### src/rtl/bpt_pkg.sv
package bpt_pkg;

  // Test word, most significant bit is transmitted first.
  localparam logic [15:0] BPT_DEFAULT_WORD = 16'b0000_1111_0110_0101;

  typedef enum logic [1:0] {
    GEN_IDLE = 2'd0,
    GEN_DATA = 2'd1,
    GEN_GAP  = 2'd2
  } bpt_gen_state_e;

endpackage

### src/rtl/bpt_sat_counter.sv
module bpt_sat_counter #(
  parameter int W = 32
) (
  input  logic         clk,
  input  logic         rst,
  input  logic         inc,
  output logic [W-1:0] count
);
  localparam logic [W-1:0] TOP = '1;

  always_ff @(posedge clk) begin
    if (rst) begin
      count <= '0;
    end else if (inc && (count != TOP)) begin
      count <= count + 1'b1;
    end
  end
endmodule

### src/rtl/bpt_burst_gen.sv
module bpt_burst_gen
  import bpt_pkg::*;
#(
  parameter int              WORD_W   = 16,
  parameter logic [WORD_W-1:0] PATTERN = BPT_DEFAULT_WORD,
  parameter int              REPS     = 128,
  parameter int              GAP_BITS = 512
) (
  input  logic clk,
  input  logic rst,
  input  logic gen_en,
  output logic tx_bit,
  output logic tx_valid
);
  localparam int PKT_BITS = WORD_W * REPS;
  localparam int IW       = (PKT_BITS > 2) ? $clog2(PKT_BITS) : 1;
  localparam int GW       = (GAP_BITS > 2) ? $clog2(GAP_BITS) : 1;
  localparam int PW       = (WORD_W > 2) ? $clog2(WORD_W) : 1;
  localparam logic [IW-1:0] IDX_LAST = IW'(PKT_BITS - 1);
  localparam logic [GW-1:0] GAP_LAST = GW'(GAP_BITS - 1);

  bpt_gen_state_e state_q, state_d;
  logic [IW-1:0]  idx_q, idx_d;
  logic [GW-1:0]  gap_q, gap_d;
  logic [PW-1:0]  pos_d;

  always_comb begin
    state_d = state_q;
    idx_d   = idx_q;
    gap_d   = gap_q;
    unique case (state_q)
      GEN_IDLE: begin
        if (gen_en) begin
          state_d = GEN_DATA;
          idx_d   = '0;
        end
      end
      GEN_DATA: begin
        if (idx_q == IDX_LAST) begin
          state_d = GEN_GAP;
          gap_d   = '0;
        end else begin
          idx_d = idx_q + 1'b1;
        end
      end
      GEN_GAP: begin
        if (gap_q == GAP_LAST) begin
          if (gen_en) begin
            state_d = GEN_DATA;
            idx_d   = '0;
          end else begin
            state_d = GEN_IDLE;
          end
        end else begin
          gap_d = gap_q + 1'b1;
        end
      end
      default: state_d = GEN_IDLE;
    endcase
  end

  assign pos_d = idx_d[PW-1:0];

  always_ff @(posedge clk) begin
    if (rst) begin
      state_q  <= GEN_IDLE;
      idx_q    <= '0;
      gap_q    <= '0;
      tx_valid <= 1'b0;
      tx_bit   <= 1'b0;
    end else begin
      state_q  <= state_d;
      idx_q    <= idx_d;
      gap_q    <= gap_d;
      tx_valid <= (state_d == GEN_DATA);
      tx_bit   <= (state_d == GEN_DATA) ? PATTERN[(WORD_W-1) - int'(pos_d)] : 1'b0;
    end
  end
endmodule

### src/rtl/bpt_burst_chk.sv
module bpt_burst_chk #(
  parameter int                WORD_W   = 16,
  parameter logic [WORD_W-1:0] PATTERN  = bpt_pkg::BPT_DEFAULT_WORD,
  parameter int                CAL_PKTS = 2
) (
  input  logic clk,
  input  logic rst,
  input  logic rx_bit,
  input  logic rx_valid,
  input  logic skip_cal,
  output logic bit_inc,
  output logic err_inc,
  output logic pkt_err
);
  localparam int PW = (WORD_W > 2) ? $clog2(WORD_W) : 1;
  localparam int SW = $clog2(CAL_PKTS + 2);
  localparam logic [SW-1:0] CAL_N = SW'(CAL_PKTS);

  logic          vld_q;
  logic [PW-1:0] pos_q, pos_eff;
  logic          dirty_q;
  logic [SW-1:0] seen_q;
  logic          first, pkt_end, counted, expect_bit, mism;

  assign first      = rx_valid && !vld_q;
  assign pkt_end    = vld_q && !rx_valid;
  assign pos_eff    = first ? '0 : pos_q;
  assign expect_bit = PATTERN[(WORD_W-1) - int'(pos_eff)];
  assign counted    = !(skip_cal && (seen_q < CAL_N));
  assign mism       = rx_valid && (rx_bit != expect_bit);
  assign bit_inc    = rx_valid && counted;
  assign err_inc    = mism && counted;

  always_ff @(posedge clk) begin
    if (rst) begin
      vld_q   <= 1'b0;
      pos_q   <= '0;
      dirty_q <= 1'b0;
      seen_q  <= '0;
      pkt_err <= 1'b0;
    end else begin
      vld_q   <= rx_valid;
      pkt_err <= pkt_end && dirty_q;
      if (rx_valid) begin
        pos_q <= pos_eff + 1'b1;
      end
      if (first) begin
        dirty_q <= err_inc;
      end else if (rx_valid) begin
        dirty_q <= dirty_q || err_inc;
      end
      if (pkt_end && (seen_q < CAL_N)) begin
        seen_q <= seen_q + 1'b1;
      end
    end
  end
endmodule

### src/rtl/burst_pattern_tester.sv
module burst_pattern_tester
  import bpt_pkg::*;
#(
  parameter int                WORD_W   = 16,
  parameter logic [WORD_W-1:0] PATTERN  = BPT_DEFAULT_WORD,
  parameter int                REPS     = 128,
  parameter int                GAP_BITS = 512,
  parameter int                CAL_PKTS = 2,
  parameter int                CNT_W    = 32
) (
  input  logic             clk,
  input  logic             rst,
  input  logic             gen_en,
  output logic             tx_bit,
  output logic             tx_valid,
  input  logic             rx_bit,
  input  logic             rx_valid,
  input  logic             skip_cal,
  output logic [CNT_W-1:0] bit_count,
  output logic [CNT_W-1:0] err_count,
  output logic             pkt_err
);
  logic bit_inc, err_inc;

  bpt_burst_gen #(
    .WORD_W(WORD_W), .PATTERN(PATTERN), .REPS(REPS), .GAP_BITS(GAP_BITS)
  ) gen_i (
    .clk(clk), .rst(rst), .gen_en(gen_en), .tx_bit(tx_bit), .tx_valid(tx_valid)
  );

  bpt_burst_chk #(
    .WORD_W(WORD_W), .PATTERN(PATTERN), .CAL_PKTS(CAL_PKTS)
  ) chk_i (
    .clk(clk), .rst(rst), .rx_bit(rx_bit), .rx_valid(rx_valid), .skip_cal(skip_cal),
    .bit_inc(bit_inc), .err_inc(err_inc), .pkt_err(pkt_err)
  );

  bpt_sat_counter #(.W(CNT_W)) bits_cnt_i (
    .clk(clk), .rst(rst), .inc(bit_inc), .count(bit_count)
  );

  bpt_sat_counter #(.W(CNT_W)) errs_cnt_i (
    .clk(clk), .rst(rst), .inc(err_inc), .count(err_count)
  );
endmodule

### config.mk
export PLATFORM = sky130hd
export DESIGN_NAME = burst_pattern_tester
export DESIGN_NICKNAME = d
export VERILOG_FILES = /design/src/rtl/bpt_pkg.sv /design/src/rtl/bpt_sat_counter.sv /design/src/rtl/bpt_burst_gen.sv /design/src/rtl/bpt_burst_chk.sv /design/src/rtl/burst_pattern_tester.sv
export SDC_FILE = /design/constraint.sdc
export NUM_CORES = 1
export LEC_CHECK = 0
export ABC_AREA = 1
export BUFFER_PORTS_ARGS = -buffer_cell sky130_fd_sc_hd__buf_2
export CAP_MARGIN = 20
export CORE_AREA = 2 2 104 106
export CTS_CLUSTER_DIAMETER = 80
export DETAILED_ROUTE_END_ITERATION = 6
export DIE_AREA = 0 0 106 108
export HOLD_SLACK_MARGIN = 0.08
export PLACE_DENSITY = 0.79
export SLEW_MARGIN = 20
export SYNTH_ARGS = -nofsm -noshare
export SYNTH_HDL_FRONTEND = slang
export SYNTH_HIERARCHICAL = 1
export SYNTH_SLANG_ARGS = --single-unit
export TNS_END_PERCENT = 50
### constraint.sdc
create_clock -name clk -period 3.1 [get_ports clk]
set_input_delay 0 -clock clk [delete_from_list [all_inputs] [get_ports clk]]
set_output_delay 0 -clock clk [all_outputs]
set_load 0.005 [all_outputs]
==> results of run 1 <==
[critical path, cell delays in order, from the launching register on]
cell,delay [ns]
dfxtp_1,0.38
nor2_4,0.17
nor2_1,0.06
ha_1,0.27
inv_1,0.04
nor2_1,0.07
nand3_1,0.08
nand2_1,0.07
nand2_1,0.06
a21boi_1,0.21
inv_2,0.13
nor2_1,0.20
nand2_1,0.11
inv_2,0.09
nand2_1,0.08
nor2_1,0.17
nand3_2,0.08
nand2_1,0.07
nor2_1,0.05
[sequential cells by signal, summed over array words and instances, names as in the netlist, 2 cells and up]
name,count
gen_i/state_q,2
bits_cnt_i/count,32
gen_i/idx_q,11
gen_i/gap_q,9
chk_i/seen_q,2
errs_cnt_i/count,32
chk_i/pos_q,4
[kinds of logic (layout without fill, tap and decap cells)]
| kind of cell | count (synthesis) | count (layout) | share of synthesized area, % |
|---|---|---|---|
| compound gates | 90 | 90 | 8.648 |
| xor+xnor | 2 | 2 | 0.2968 |
| flops | 97 | 97 | 32.90 |
| fa+ha+maj | 7 | 7 | 1.484 |
| buf+inv | 119 | 194 | 9.051 |
| simple gates | 582 | 582 | 47.63 |
[worst paths after layout]
path                                              startpoint                                 to  depth (start not counted)
worst max-delay path                  chk_i/vld_q$_SDFF_PP0_  errs_cnt_i/count[17]$_SDFFE_PP0P_                         18
worst min-delay path                                     rst        gen_i/state_q[1]$_SDFF_PP0_                          2
worst max register to register        chk_i/vld_q$_SDFF_PP0_  errs_cnt_i/count[17]$_SDFFE_PP0P_                         18
worst min register to register  gen_i/idx_q[10]$_SDFFE_PP0P_       gen_i/idx_q[10]$_SDFFE_PP0P_                          1
[routing by layer]
| metal | track usage [%] | vias to the layer above | part of all wire [%] |
|---|---|---|---|
| met4 | 7.989 | 0 | 1.7 |
| met2 | 39.68 | 125 | 46 |
| met1 | 31.97 | 2575 | 48 |
| met5 | 0 | - | 0 |
| li1 | - | 3029 | - |
| met3 | 4.400 | 21 | 4.4 |
[power by group through the flow]
| stage | Sequential (W) | Combinational [W] | Clock [W] |
|---|---|---|---|
| after CTS | 0.00126 | 0.000114 | 0.000849 |
| after global placement | 0.00129 | 0.000109 | 0 |
| after global routing | 0.00127 | 0.000128 | 0.000893 |
| final | 0.00126 | 0.000113 | 0.000828 |
| after detailed placement | 0.00129 | 0.000111 | 0 |
| after floorplan | 0.00129 | 0.0000814 | 0 |
[area by class of cell]
cell class,instances,area (um^2)
clock buffers,11,131.4
multi-input cells,681,3427
inverters,101,379.1
repair buffers,77,405.4
well taps,136,170.2
fillers,995,3720
clock inverters,5,56.30
flip-flops and latches,97,1942
[per-stage QoR]
step | setup WS [ns] | power (W)
after floorplan | 0.7895 | 0.001374
after global placement | 0.7364 | 0.001402
after detailed placement | 0.6273 | 0.001404
final | 0.6056 | 0.002206
after CTS | 0.5953 | 0.002228
after global routing | 0.2978 | 0.002288
[cells in the mapped netlist]
cell type,n,area [um^2]
nor3_2,2,20.02
nor2_8,2,40.04
a21oi_4,1,16.27
a21oi_1,55,275.3
buf_2,4,20.02
ha_1,7,87.58
buf_6,11,123.9
nand3_1,66,330.3
nand2_2,14,87.58
a21boi_1,1,7.510
or2_1,1,6.260
o21ai_0,8,40.04
xor2_1,2,17.52
o21a_1,1,7.510
nor3_1,13,65.06
nand3b_1,3,22.52
inv_2,10,37.54
nor4_1,1,6.260
a211oi_1,3,22.52
a21oi_2,3,26.28
o211a_1,1,10.01
nor3b_1,1,7.510
nand4_1,26,162.7
nand2_1,228,855.8
and2_1,2,12.51
clkbuf_1,1,3.750
nor2_4,13,146.4
dfxtp_1,97,1942
nand2_4,7,78.83
clkinv_1,3,11.26
a31o_2,2,17.52
a31oi_1,10,62.56
nor2_2,15,93.84
nand4_4,2,42.54
nor2_1,166,623.1
o21ai_1,5,25.02
inv_1,88,330.3
nand3_2,16,160.2
buf_1,2,7.510
nand4_2,4,50.05
==> reports/qor.csv, run 1 <==
metric;value;unit
cts.sinks;97;
finalNonFillerCells;1108;
clkTransAtPathRegs;0.09;ns
grt_pass1_wl;22.84;mm
ant_nets;0;
drv_slew;0;
grt_overflow;0;
required;3.37;ns
cts-resized-gates;0;
area_delta_synth_final;10.30;%
placed_area;6294;um^2
internal_power;0.001665;W
grt_max_degree;42;
final_nets;980;
ctsHtreeMaxLevel;3;
sw_frac_of_total;24.55;%
grt.total_usage;24.05;%
p_leak;2.980;nW
cts_tree;done;
power_density;338.8;nW/um^2
worst_setup_path_start_kind;flop;
drtIter0Drc;324;
maxCapViolations;0;
numCtsBuffers;9;
ctsHoldBuffers;3;
cts_max_path_buffers;2;
synth_cell_types;40;
drive_gt1_share;18.42;%
first_pass_iters;5;
worstPathArrival;2.77;ns
setup_viol;0;
std_cell_rows;37;
final_cell_mix;nand2_1, nor2_1, dfxtp_1, inv_1, buf_2;
core;10230;um^2
max_freq;400.9;MHz
cts_setup_buffers;0;
status;finished, final reports clean;
power_frac_comb;5.1;%
final_common_cell;nand2_1;
grt_setup_unrepaired;no;
slew_headroom;60.16;%
irDropWorstVdd;0.3074;mV
start_util;57.70;%
die_area;11450;um^2
antenna_found_initial;0;
clock_latency;0.38;ns
gp_congestion;0.9393;
setup_tns;0;ns
p_switching;0.0005416;W
hold_class;in -> reg;
finalCriticalPeriod;2.494;ns
dp.cells;1089;
synth_seq_cells;97;
whs;0.1170;ns
routed_wl;13.36;mm
vias;5750;
postLayoutCellArea;6511;um^2
cp_max_fo;8;
crit_type;reg -> reg;
r2r_setup_slack;0.61;ns
yosysWarnings;6;
post_drt_via_cell_ratio;5.190;
hold_viol;0;
crit_path_end_kind;flop;
finalCoreUtilization;63.64;%
io_buffers;72;
synthCells;897;
p_clk_share;37.5;%
io_pins;73;
die_w;106;um
ys_seq_area_share;32.90;%
diodes;0;
drc_errors;0;
wire_per_inst;12.05;um
die_h;108;um
dp_hpwl;9.858;mm
grt_pass1_vias;5064;
p_seq_share;57.3;%
fin_crit_sh;80.46;%
finalClockSkew;0.01101;ns
worstMarginPinSlew;0.5975;ns
avgSynthCellArea;6.581;um^2
cts_root_buf;clkbuf_8;
syn-num-nets;910;
synth_area;5903;um^2
Note: power is estimated with default switching activity, not from simulation.
==> run 2, diff against run 1 <==
--- a/config.mk
+++ b/config.mk
@@ -8,12 +8,12 @@
 export ABC_AREA = 1
 export BUFFER_PORTS_ARGS = -buffer_cell sky130_fd_sc_hd__buf_2
 export CAP_MARGIN = 20
-export CORE_AREA = 2 2 104 106
+export CORE_AREA = 2 2 109 111
 export CTS_CLUSTER_DIAMETER = 80
 export DETAILED_ROUTE_END_ITERATION = 6
-export DIE_AREA = 0 0 106 108
+export DIE_AREA = 0 0 111 113
 export HOLD_SLACK_MARGIN = 0.08
-export PLACE_DENSITY = 0.79
+export PLACE_DENSITY = 0.76
 export SLEW_MARGIN = 20
 export SYNTH_ARGS = -nofsm -noshare
 export SYNTH_HDL_FRONTEND = slang
==> constraint.sdc (replaced) <==
create_clock -name clk -period 2.2 [get_ports clk]
set_input_delay 0 -clock clk [delete_from_list [all_inputs] [get_ports clk]]
set_output_delay 0 -clock clk [all_outputs]
set_load 0.005 [all_outputs]
==> reports/qor.csv, run 2 (synthesis gave the netlist of run 1 again) <==
metric;value;unit;change
status;finished, final reports clean;;
cts.sinks;97;;unchanged
cp_cell_sequence;nor2_4 > nor2_1 > ha_1 > inv_1 > nor2_1 > nand3_1 > nand2_1 > nand2_2 > a21boi_2 > inv_2 > nor2_4 > nand2_2 > inv_2 > nand2_2 > nor2_2 > nand3_1 > nand2_1 > nor2_1;;
cts_max_path_buffers;2;;unchanged
first_pass_iters;6;;+1
cts_tree;done;;
grt_pass1_vias;5307;;+4.8%
crit_type;reg -> reg;;
max_freq;474.4;MHz;+18%
hold_class;in -> reg;;
ctsHtreeMaxLevel;3;;unchanged
clock_latency;0.35;ns;-0.03 ns
fin_crit_sh;95.81;%;+15 points
core;11270;um^2;+10%
post_drt_via_cell_ratio;5.244;;+1.1%
io_buffers;72;;unchanged
grt_pass1_wl;24.35;mm;+6.6%
irDropWorstVdd;0.5240;mV;+70%
std_cell_rows;39;;+5.4%
finalNonFillerCells;1143;;+3.2%
cp_slowest_cell;dfxtp_2;;
worstPathArrival;2.35;ns;-0.42 ns
drv_slew;0;;unchanged
maxCapViolations;0;;unchanged
cpLargestDelayFamily;simple AND/OR/NAND/NOR gates;;
drive_gt1_share;23.80;%;+5.4 points
diodes;0;;unchanged
whs;0.09863;ns;-0.01836 ns
dp.cells;1110;;+1.9%
final_common_cell;nand2_1;;
setup_tns;0;ns;unchanged
io_pins;73;;unchanged
grt_setup_unrepaired;yes;;
finalClockSkew;0.008774;ns;-0.002239 ns
slew_headroom;60.63;%;+0.47 points
reg_top3;bits_cnt_i/count (32), errs_cnt_i/count (32), gen_i/idx_q (11);;
antenna_found_initial;0;;unchanged
required;2.45;ns;-0.92 ns
die_area;12540;um^2;+9.6%
numCtsBuffers;9;;unchanged
setup_viol;0;;unchanged
finalCriticalPeriod;2.108;ns;-0.3865 ns
worst-path-buf-inv;3;;unchanged
die_h;113;um;+4.6%
r2r_setup_slack;0.09;ns;-0.51 ns
n_fill_cell;1032;;+3.7%
crit_path_max_incr_delay;0.33;ns;-0.05 ns
ant_nets;0;;unchanged
grt.total_usage;23.06;%;-0.98 points
finalCoreUtilization;62.04;%;-1.6 points
vias;5994;;+4.2%
p_leak;3.191;nW;+7.1%
cp_max_fo;5;;-3
worst_setup_path_start_kind;flop;;
clkTransAtPathRegs;0.07;ns;-0.02 ns
worstMarginPinSlew;0.5851;ns;-0.01247 ns
die_w;111;um;+4.7%
drtIter0Drc;556;;+72%
gp_congestion;0.9202;;-2.0%
area_delta_synth_final;18.46;%;
final_nets;1008;;+2.9%
register_area;1948;um^2;+0.32%
cts_root_buf;clkbuf_16;;
wire_per_inst;12.44;um;+3.2%
routed_wl;14.22;mm;+6.5%
drc_errors;0;;unchanged
grt_overflow;0;;unchanged
hold_viol;0;;unchanged
multi_input_area;3537;um^2;+3.2%
power_density;516.1;nW/um^2;+52%
grt_max_degree;42;;unchanged
crit_path_end_kind;flop;;
start_util;52.37;%;-5.3 points
final_cell_mix;nand2_1, nor2_1, dfxtp_1, inv_1, buf_2;;
dp_hpwl;10.32;mm;+4.7%
-- run 2: cell types whose count changed in the layout (fill, tap and decap cells not counted), sizes merged --
cell         delta
buf            +24
clkbuf          -2
clkinv          -2
clkinvlp        -1
dlygate4sd3     +4
inv             +5
-- run 2: path summary, 6_finish.rpt --
kind / depth (start not counted) / to / from
hold / removal: 4 / chk_i/pos_q[2]$_SDFFE_PP0P_ / rx_valid
setup reg to reg: 18 / errs_cnt_i/count[25]$_SDFFE_PP0P_ / chk_i/vld_q$_SDFF_PP0_
setup / recovery: 18 / errs_cnt_i/count[25]$_SDFFE_PP0P_ / chk_i/vld_q$_SDFF_PP0_
hold reg to reg: 1 / gen_i/idx_q[10]$_SDFFE_PP0P_ / gen_i/idx_q[10]$_SDFFE_PP0P_
-- run 2: timing repair --
action | in CTS | in global routing
gates resized for setup | 1 | 36
hold endpoints to repair | 16 | 0
setup endpoints to repair | 2 | 36
pin swaps | 1 | 13
hold buffers | 7 | 0
buffers inserted | 3 | 7
-- run 2: layer usage --
metal | wire, um | global-route usage [%]
met5 | 0 | 0
met2 | 6569 | 38.57
met4 | 233 | 7.167
met3 | 702 | 4.446
met1 | 6712 | 30.36
-- run 2: layout make-up --
class                      instances  area share, %
clock inverter                     7          1.181
timing repair buffer             105          9.179
tap                              143          2.559
clock buffer                       9          3.221
inverter                         101          5.421
multi-input combinational        681          50.58
sequential                        97          27.86
-- run 2: worst min-delay path, cell delays in order --
cell	delay (ns)
buf_2	0.11
buf_4	0.14
a21oi_1	0.06
nor2_1	0.10
-- run 2: where the power goes --
group	switching (W)	leakage [nW]	internal (W)	total (W)
sequential	0.0000129	0.785	0.00177	0.00178
clock	0.000731	0.152	0.000904	0.00164
combinational	0.000121	2.25	0.0000727	0.000193
total	0.000865	3.19	0.00274	0.00361
-- run 2: stage by stage --
step	worst slack [ns]	total power, W	cell area (um^2)
2_1_floorplan	0.01963	0.001936	5909
3_3_place_gp	0.09993	0.001985	6426
3_5_place_dp	0.0007832	0.001987	6426
4_1_cts	0.008336	0.003642	6830
5_1_grt	-0.1741	0.003751	6993
6_report	0.09209	0.003609	6993
